===== src/rtl/sdiv_pkg.sv =====
package sdiv_pkg;
  parameter int DIVIDEND_W     = 32;
  parameter int DIVISOR_W      = 16;
  parameter int BITS_PER_STAGE = 2;

  localparam int NUM_STEPS = DIVIDEND_W / BITS_PER_STAGE;
  localparam int PREM_W    = DIVISOR_W + 2;
  localparam int LATENCY   = NUM_STEPS + 3;

  typedef struct packed {
    logic [DIVIDEND_W-1:0]    shift;   // dividend bits out at top, quotient bits in at bottom
    logic [PREM_W-1:0]        prem;    // signed partial remainder
    logic [DIVISOR_W-1:0]     dmag;    // divisor magnitude
    logic                     negate;
    logic                     divZero;
  } lane_t;

  typedef struct packed {
    logic clear;
    logic loadDividend;
    logic loadDivisor;
    logic resultLoad;
  } strobe_t;
endpackage


===== src/rtl/sdiv_ctrl.sv =====
module sdiv_ctrl
  import sdiv_pkg::*;
(
  input  logic    clk,
  input  logic    rst,
  input  logic    dividendLoadN,
  input  logic    divisorLoadN,
  input  logic    outEnN,
  output strobe_t strobes,
  output logic    outDriven
);
  logic [LATENCY-1:0] validPipe;
  logic               oeHeld;

  always_ff @(posedge clk) begin
    if (rst) begin
      validPipe <= '0;
      oeHeld    <= 1'b1;
    end else begin
      validPipe <= {validPipe[LATENCY-2:0], 1'b1};
      oeHeld    <= outEnN;
    end
  end

  always_comb begin
    strobes.clear        = rst;
    strobes.loadDividend = ~dividendLoadN;
    strobes.loadDivisor  = ~divisorLoadN;
    strobes.resultLoad   = validPipe[LATENCY-1];
  end

  assign outDriven = ~oeHeld;
endmodule


===== src/rtl/sdiv_step.sv =====
module sdiv_step
  import sdiv_pkg::*;
(
  input  lane_t laneIn,
  output lane_t laneOut
);
  logic [PREM_W-1:0] dExt;
  logic [PREM_W-1:0] shifted;

  assign dExt = PREM_W'(laneIn.dmag);

  always_comb begin
    laneOut = laneIn;
    shifted = '0;
    for (int i = 0; i < BITS_PER_STAGE; i++) begin
      shifted = {laneOut.prem[PREM_W-2:0], laneOut.shift[DIVIDEND_W-1]};
      if (laneOut.prem[PREM_W-1]) laneOut.prem = shifted + dExt;
      else                        laneOut.prem = shifted - dExt;
      laneOut.shift = {laneOut.shift[DIVIDEND_W-2:0], ~laneOut.prem[PREM_W-1]};
    end
  end
endmodule


===== src/rtl/sdiv_datapath.sv =====
module sdiv_datapath
  import sdiv_pkg::*;
(
  input  logic                  clk,
  input  strobe_t               strobes,
  input  logic [DIVIDEND_W-1:0] dividendIn,
  input  logic [DIVISOR_W-1:0]  divisorIn,
  output logic [DIVIDEND_W-1:0] quotientReg,
  output logic                  divZeroReg,
  output logic                  remReg,
  output logic [DIVIDEND_W-1:0] heldDividend,
  output logic [DIVISOR_W-1:0]  heldDivisor
);
  lane_t lanes   [NUM_STEPS+1];
  lane_t stepOut [NUM_STEPS];

  logic [DIVIDEND_W-1:0] fixQ;
  logic                  fixRem;
  logic                  fixDz;
  logic [PREM_W-1:0]     remCorr;
  logic [PREM_W-1:0]     lastDExt;

  // operand holding registers
  always_ff @(posedge clk) begin
    if (strobes.clear) begin
      heldDividend <= '0;
      heldDivisor  <= '0;
    end else begin
      if (strobes.loadDividend) heldDividend <= dividendIn;
      if (strobes.loadDivisor)  heldDivisor  <= divisorIn;
    end
  end

  genvar s;
  generate
    for (s = 0; s < NUM_STEPS; s++) begin : g_step
      sdiv_step u_step (.laneIn(lanes[s]), .laneOut(stepOut[s]));
    end
  endgenerate

  // magnitude stage and step array registers
  always_ff @(posedge clk) begin
    lanes[0].shift   <= heldDividend[DIVIDEND_W-1] ? -heldDividend : heldDividend;
    lanes[0].prem    <= '0;
    lanes[0].dmag    <= heldDivisor[DIVISOR_W-1] ? -heldDivisor : heldDivisor;
    lanes[0].negate  <= heldDividend[DIVIDEND_W-1] ^ heldDivisor[DIVISOR_W-1];
    lanes[0].divZero <= (heldDivisor == '0);
    for (int k = 0; k < NUM_STEPS; k++) lanes[k+1] <= stepOut[k];
  end

  // sign fix and remainder detection
  assign lastDExt = PREM_W'(lanes[NUM_STEPS].dmag);
  assign remCorr  = lanes[NUM_STEPS].prem[PREM_W-1] ? lanes[NUM_STEPS].prem + lastDExt
                                                    : lanes[NUM_STEPS].prem;

  always_ff @(posedge clk) begin
    fixQ   <= lanes[NUM_STEPS].negate ? -lanes[NUM_STEPS].shift : lanes[NUM_STEPS].shift;
    fixRem <= (remCorr != '0);
    fixDz  <= lanes[NUM_STEPS].divZero;
  end

  // output register
  always_ff @(posedge clk) begin
    if (strobes.clear || !strobes.resultLoad) begin
      quotientReg <= '0;
      divZeroReg  <= 1'b0;
      remReg      <= 1'b0;
    end else begin
      quotientReg <= fixQ;
      divZeroReg  <= fixDz;
      remReg      <= fixRem;
    end
  end
endmodule


===== src/rtl/pipe_sdiv.sv =====
module pipe_sdiv
  import sdiv_pkg::*;
(
  input  logic                  clk,
  input  logic                  rst,
  input  logic [DIVIDEND_W-1:0] dividendIn,
  input  logic                  dividendLoadN,
  input  logic [DIVISOR_W-1:0]  divisorIn,
  input  logic                  divisorLoadN,
  input  logic                  outEnN,
  output logic [DIVIDEND_W-1:0] quotient,
  output logic                  divZero,
  output logic                  remNonZero,
  output logic                  outDriven
);
  strobe_t               strobes;
  logic [DIVIDEND_W-1:0] quotientReg;
  logic                  divZeroReg;
  logic                  remReg;
  logic [DIVIDEND_W-1:0] heldDividend;
  logic [DIVISOR_W-1:0]  heldDivisor;
  logic                  resultLoad;

  sdiv_ctrl u_ctrl (
    .clk(clk), .rst(rst), .dividendLoadN(dividendLoadN), .divisorLoadN(divisorLoadN),
    .outEnN(outEnN), .strobes(strobes), .outDriven(outDriven)
  );

  sdiv_datapath u_dp (
    .clk(clk), .strobes(strobes), .dividendIn(dividendIn), .divisorIn(divisorIn),
    .quotientReg(quotientReg), .divZeroReg(divZeroReg), .remReg(remReg),
    .heldDividend(heldDividend), .heldDivisor(heldDivisor)
  );

  assign resultLoad = strobes.resultLoad;
  assign quotient   = outDriven ? quotientReg : '0;
  assign divZero    = outDriven & divZeroReg;
  assign remNonZero = outDriven & remReg;
endmodule


===== config.mk =====
export PLATFORM = sky130hd
export DESIGN_NAME = pipe_sdiv
export DESIGN_NICKNAME = d
export VERILOG_FILES = /design/src/rtl/sdiv_pkg.sv /design/src/rtl/sdiv_ctrl.sv /design/src/rtl/sdiv_step.sv /design/src/rtl/sdiv_datapath.sv /design/src/rtl/pipe_sdiv.sv
export SDC_FILE = /design/constraint.sdc
export NUM_CORES = 2
export LEC_CHECK = 0
export ABC_AREA = 1
export BUFFER_PORTS_ARGS = -buffer_cell sky130_fd_sc_hd__clkbuf_2
export CAP_MARGIN = 20
export CELL_PAD_IN_SITES_DETAIL_PLACEMENT = 0
export CELL_PAD_IN_SITES_GLOBAL_PLACEMENT = 1
export CORE_MARGIN = 2
export CORE_UTILIZATION = 48
export DETAILED_ROUTE_END_ITERATION = 6
export GPL_ROUTABILITY_DRIVEN = 0
export PLACE_DENSITY = 0.78
export RECOVER_POWER = 25
export SETUP_SLACK_MARGIN = 0.02
export SLEW_MARGIN = 0
export SYNTH_ARGS = -nofsm -noshare
export SYNTH_HDL_FRONTEND = slang
export SYNTH_SLANG_ARGS = --single-unit

===== constraint.sdc =====
create_clock -name clk -period 6.05 [get_ports clk]
set_input_delay 1.21 -clock clk [delete_from_list [all_inputs] [get_ports clk]]
set_output_delay 1.21 -clock clk [all_outputs]
set_load 0.02 [all_outputs]

Word-level counts from Yosys, hierarchy flattened
Memory sizes are Yosys's and may differ from the RTL's. Cells that the tools add are included.

Add/subtract/negate cells: 68. Mux-type cells: 38. Bitwise operators: 36. Reduce and logical (&&, ||, !) cells: 4.

Operator list (count): $add 18x16->18 (33); $mux 18 (33); $sub 18x16->18 (32); $mux 32 (3); $neg 32->32 (2); $not 1->1 (33); $reduce_bool 18->1 (1); $logic_not 16->1 (1); $mux 16 (1); $neg 16->16 (1); $and 1x1->1 (2); $logic_not 1->1 (1); $logic_or 1x1->1 (1); $mux 1 (1); $xor 1x1->1 (1).

Bits in registers: 136. Bits in writable memories: 1156. Input bits: 53. Output and inout bits: 35. Logic and storage cells: 158. Memories: 1.

Memories: u_dp.lanes (words 17, width 68, read ports 17, clocked after Yosys merged registers in 0, wr ports 17, RTL line sdiv_datapath.sv:14) `lane_t lanes [NUM_STEPS+1];`.

Logic depth before layout (Yosys ltp)
An unclocked memory read counts as a cell.

Word-level depth: 6. Gate-level depth with buffers: 38. Gate-level depth less buffers: 36.

By module
A second synthesis with hierarchy kept.

Cell total of the unflattened synthesis: 9772. Area, all modules: 74806.7 sq um.

By module, submodules not included: sdiv_datapath (times used 1, cells each 2074, area each 29196.8 sq um); sdiv_step at u_dp.g_step[0].u_step ... (times used 7, cells each 474, area each 2805.2 sq um); sdiv_step at u_dp.g_step[12].u_step ... (times used 3, cells each 477, area each 2812.7 sq um); sdiv_step at u_dp.g_step[6].u_step ... (times used 2, cells each 465, area each 2763.9 sq um); sdiv_step at u_dp.g_step[11].u_step (times used 1, cells each 477, area each 2821.5 sq um); sdiv_step at u_dp.g_step[10].u_step (times used 1, cells each 472, area each 2806.4 sq um); sdiv_step at u_dp.g_step[9].u_step (times used 1, cells each 468, area each 2747.6 sq um); sdiv_step at u_dp.g_step[8].u_step (times used 1, cells each 464, area each 2736.4 sq um); sdiv_ctrl (times used 1, cells each 66, area each 599.3 sq um); pipe_sdiv (times used 1, cells each 72, area each 296.5 sq um).

Least setup slack after synthesis
OpenSTA, ideal clock, no wires.

Kind: reg2reg. Start: memory u_dp.lanes[0][206] (netlist bit). End: memory u_dp.lanes[0][305] (netlist bit). Arrival time: 4.254 ns. Required time: 5.927 ns. Slack: 1.672 ns. Stages on the path, launching flop included: 31. Period minus slack after synthesis: 4.378 ns. Cell sequence: dfxtp_1 > inv_1 > ha_1 > nand3_1 > nor3_1 > nand2_1 > nor2_1 > nand3_1 > nor2_1 > nand2_1 > nor3_1 > nor2_1 > ha_1 > nand2_1 > nor2_1 > nor3b_1 > nand2_1 > nand2_1 > nand2_1 > nand2_2 > inv_2 > buf_6 > nand2_1 > o21ai_1 > ha_1 > nand2_1 > o21ai_0 > nor2_1 > o21ai_0 > a21oi_1 > xor2_1.

RTL lines (RTL line): start, declared (sdiv_datapath.sv:14).

==> impl_metrics.toml <==
[status]
status = "finished with violations"
violations = "DRC"

[route]
drc_errors = 1
wl_met3_microns = 7210
top_layer = "met5"
dr.pass1.iters = 7
ant_nets = 0
vias = 53637
drt_iter0_markers = 3328
met1_length_microns = 82700
wire_per_inst_microns = 14.9
wl_met2_microns = 67100
wirelength_microns = 160000
via_per_inst = 4.99

[floorplan]
die_w_microns = 376
ios = 88
dieArea_sq_um = 142000
placementRows = 136
coreArea_sq_um = 137000
start_util_pct = 48.4
die_y_microns = 376

[clock_tree]
cts_tree = "built"
clock_latency_ns = 0.77
cts.reportedPaths.clkPinSlew_ns = 0.06
cts-root-buf = "clkbuf_16"
htreeDepth = 4
clockBufferDepth = 3
cts-buffers-inserted = 137
cts.sinks = 1274

[synthesis]
synth_commonest_cells = "nand2_1 (2,120), dfxtp_1 (1,274), inv_1 (985)"
yosysTopAreaCell = "dfxtp_1"
synthTopCellsByArea = "dfxtp_1 (38%), nand2_1 (12%), ha_1 (11%)"
avgSynthCellArea_sq_um = 7.64
syn-num-nets = 9362
muxShareOfSynthArea_pct = 0
async_reset_ff_share_pct = 0
yosysWarningCount = 0
synth-seq-cells = 1274
yosys.area_share.simple_pct = 22.4
ys_types = 54
synth_top_family_by_area = "simple AND/OR/NAND/NOR gates"
synth-xor-area-share_pct = 8.83
yosysSeqAreaShare_pct = 38.3
synth_compound_area_share_pct = 12.3
synthAdderAreaFrac_pct = 11.6
synth.most_common_cell = "nand2_1"
synth_top_area_share_pct = 38.3
synth_ff_type = "dfxtp_1"
synthCells = 8712
syn-cell-area_sq_um = 66500
synth_edf_count = 0

[critical_path]
worstSetupStartpoint = "u_dp.lanes[0][886]"
critPathCaptureType = "register"
worstRegToRegCells = 26
reg2reg_from = "u_dp.lanes[0][886]"
path_max_fanout = 15
crit_type = "reg2reg"
worstPathRequired_ns = 6.68
critPathArrivalTime_ns = 6.11
start_kind = "register"

[sta]
rsz0062_at_grt = "no"
slew-limit-headroom_pct = 37.9
whs_ns = 0.317
fmax_ghz = 0.183
period_share_pct = 90.4
period_needed_ns = 5.47
final.setup.tns_ns = 0
tightest_slew_ns = 0.931
fin_skew_ns = 0.0314
hold_viol = 0
finalMaxSlewViolations = 0
setup_viol = 0

[worst_hold_path]
holdCritPathClass = "reg2reg"
holdPathStages = 0
min_from = "u_dp.lanes[0][592]"

[layout]
fillers = 13316
synthToLayoutAreaGrowth_pct = 10.8
final_core_util_pct = 53.6
drive_gt1_share_pct = 5.76
multi_input_area_sq_um = 36600
fin_nets = 9495
final-seq-area_sq_um = 25500

[grt]
antenna_found_initial = 9
grt_max_degree = 58
grt_pass1_vias = 50043
grt-ovfl-total = 0
grt_usage_pct = 22.4
grt_pass1_wl_microns = 258000

[flow_run]
drv_cap = 0

[placed_design]
dp_hpwl_microns = 129000
portBuffers = 87
-- registers in the layout, summed over array words and instances (netlist names) --
name,count
u_dp.remReg,1
u_dp.fixRem,1
u_dp.heldDividend,32
u_dp.fixDz,1
u_dp.fixQ,32
u_dp.quotientReg,32
u_ctrl.oeHeld,1
u_ctrl.validPipe,19
u_dp.divZeroReg,1
u_dp.heldDivisor,16
u_dp.lanes,1138
-- metrics by stage --
| step | instance area, sq um | setup slack, ns | std cells |
|---|---|---|---|
| 6_report | 73700 | 0.578 | 10749 |
| 5_1_grt | 73700 | 0.0222 | 10748 |
| 4_1_cts | 73700 | 0.381 | 10748 |
| 3_5_place_dp | 68800 | 0.397 | 10500 |
| 3_3_place_gp | 68800 | 0.462 | 10500 |
| 2_1_floorplan | 66500 | 1.67 | 8712 |
-- cell type report --
cell class                      instances  area share, %
Tap cell                             1794           3.05
Clock inverter                         73           1.50
Sequential cell                      1274           34.6
Multi-Input combinational cell       6312           49.7
Antenna cell                            1        0.00340
Clock buffer                          175           5.13
Timing Repair Buffer                  115          0.876
Inverter                             1005           5.13
-- per-layer routing --
layer	vias to the layer above	global-route usage [%]
li1	28559	-
met1	23916	33.0
met2	961	34.4
met3	199	2.93
met4	2	5.68
met5	-	0
-- critical path, stage by stage (launching register included) --
cell	delay, ns
dfxtp_1	0.36
inv_1	0.11
ha_1	0.19
nand3_1	0.13
nor2_1	0.23
nand2_1	0.11
nor2_1	0.21
nand3b_1	0.17
nor4_1	0.36
nor2_1	0.11
ha_1	0.36
a21oi_1	0.15
a21boi_0	0.18
nand2_1	0.08
a21oi_1	0.18
nand2_1	0.07
nand2_1	0.33
inv_2	0.21
nand2_1	0.10
o21ai_1	0.07
ha_1	0.35
nand2_1	0.10
o21ai_0	0.24
nor2_1	0.13
o21ai_0	0.48
a21oi_1	0.15
xor2_1	0.16
-- timing repair --
action                     CTS  global route
setup buffers                0             0
resized for setup            0             7
hold buffers                 0             0
hold endpoints to repair     0             0
setup endpoints to repair    0            17
-- final timing paths --
path                             end  slack [ns]
setup / recovery  u_dp.lanes[0][985]        0.58
hold / removal    u_dp.lanes[0][662]        0.32
setup reg to reg  u_dp.lanes[0][985]        0.58
hold reg to reg   u_dp.lanes[0][662]        0.32
-- layout by cell type, fill, tap and decap left out, types with 21 or more instances in the layout --
| cell type | count |
|---|---|
| inv_1 | 985 |
| o21a_1 | 21 |
| nor4_1 | 22 |
| o21ai_2 | 45 |
| xor2_1 | 440 |
| nand3_1 | 460 |
| dfxtp_1 | 1274 |
| a21oi_1 | 501 |
| ha_1 | 565 |
| clkinv_2 | 23 |
| clkbuf_16 | 138 |
| buf_4 | 28 |
| fa_1 | 32 |
| nor2_1 | 691 |
| nand3b_1 | 21 |
| nand2_1 | 2119 |
| clkbuf_2 | 87 |
| o21ai_0 | 568 |
| nand4_1 | 41 |
| xnor2_1 | 231 |
| o21ai_1 | 69 |
| nand2_2 | 38 |
| nor2_2 | 28 |
| a31oi_1 | 57 |
| a21o_1 | 52 |
| o21bai_1 | 79 |
| nor3_1 | 92 |
-- cells by family (layout without fill, tap and decap cells) --
| logic type | after synthesis | after routing |
|---|---|---|
| other cells | 0 | 1 |
| compound gates | 1460 | 1460 |
| flops | 1274 | 1274 |
| buf+inv | 1126 | 1368 |
| fa+ha+maj | 597 | 597 |
| xor+xnor | 671 | 671 |
| simple gates | 3584 | 3584 |
Power is left out: the tool's default activity adds up to more than one toggle a clock period on the data nets, which glitch-free logic cannot reach.
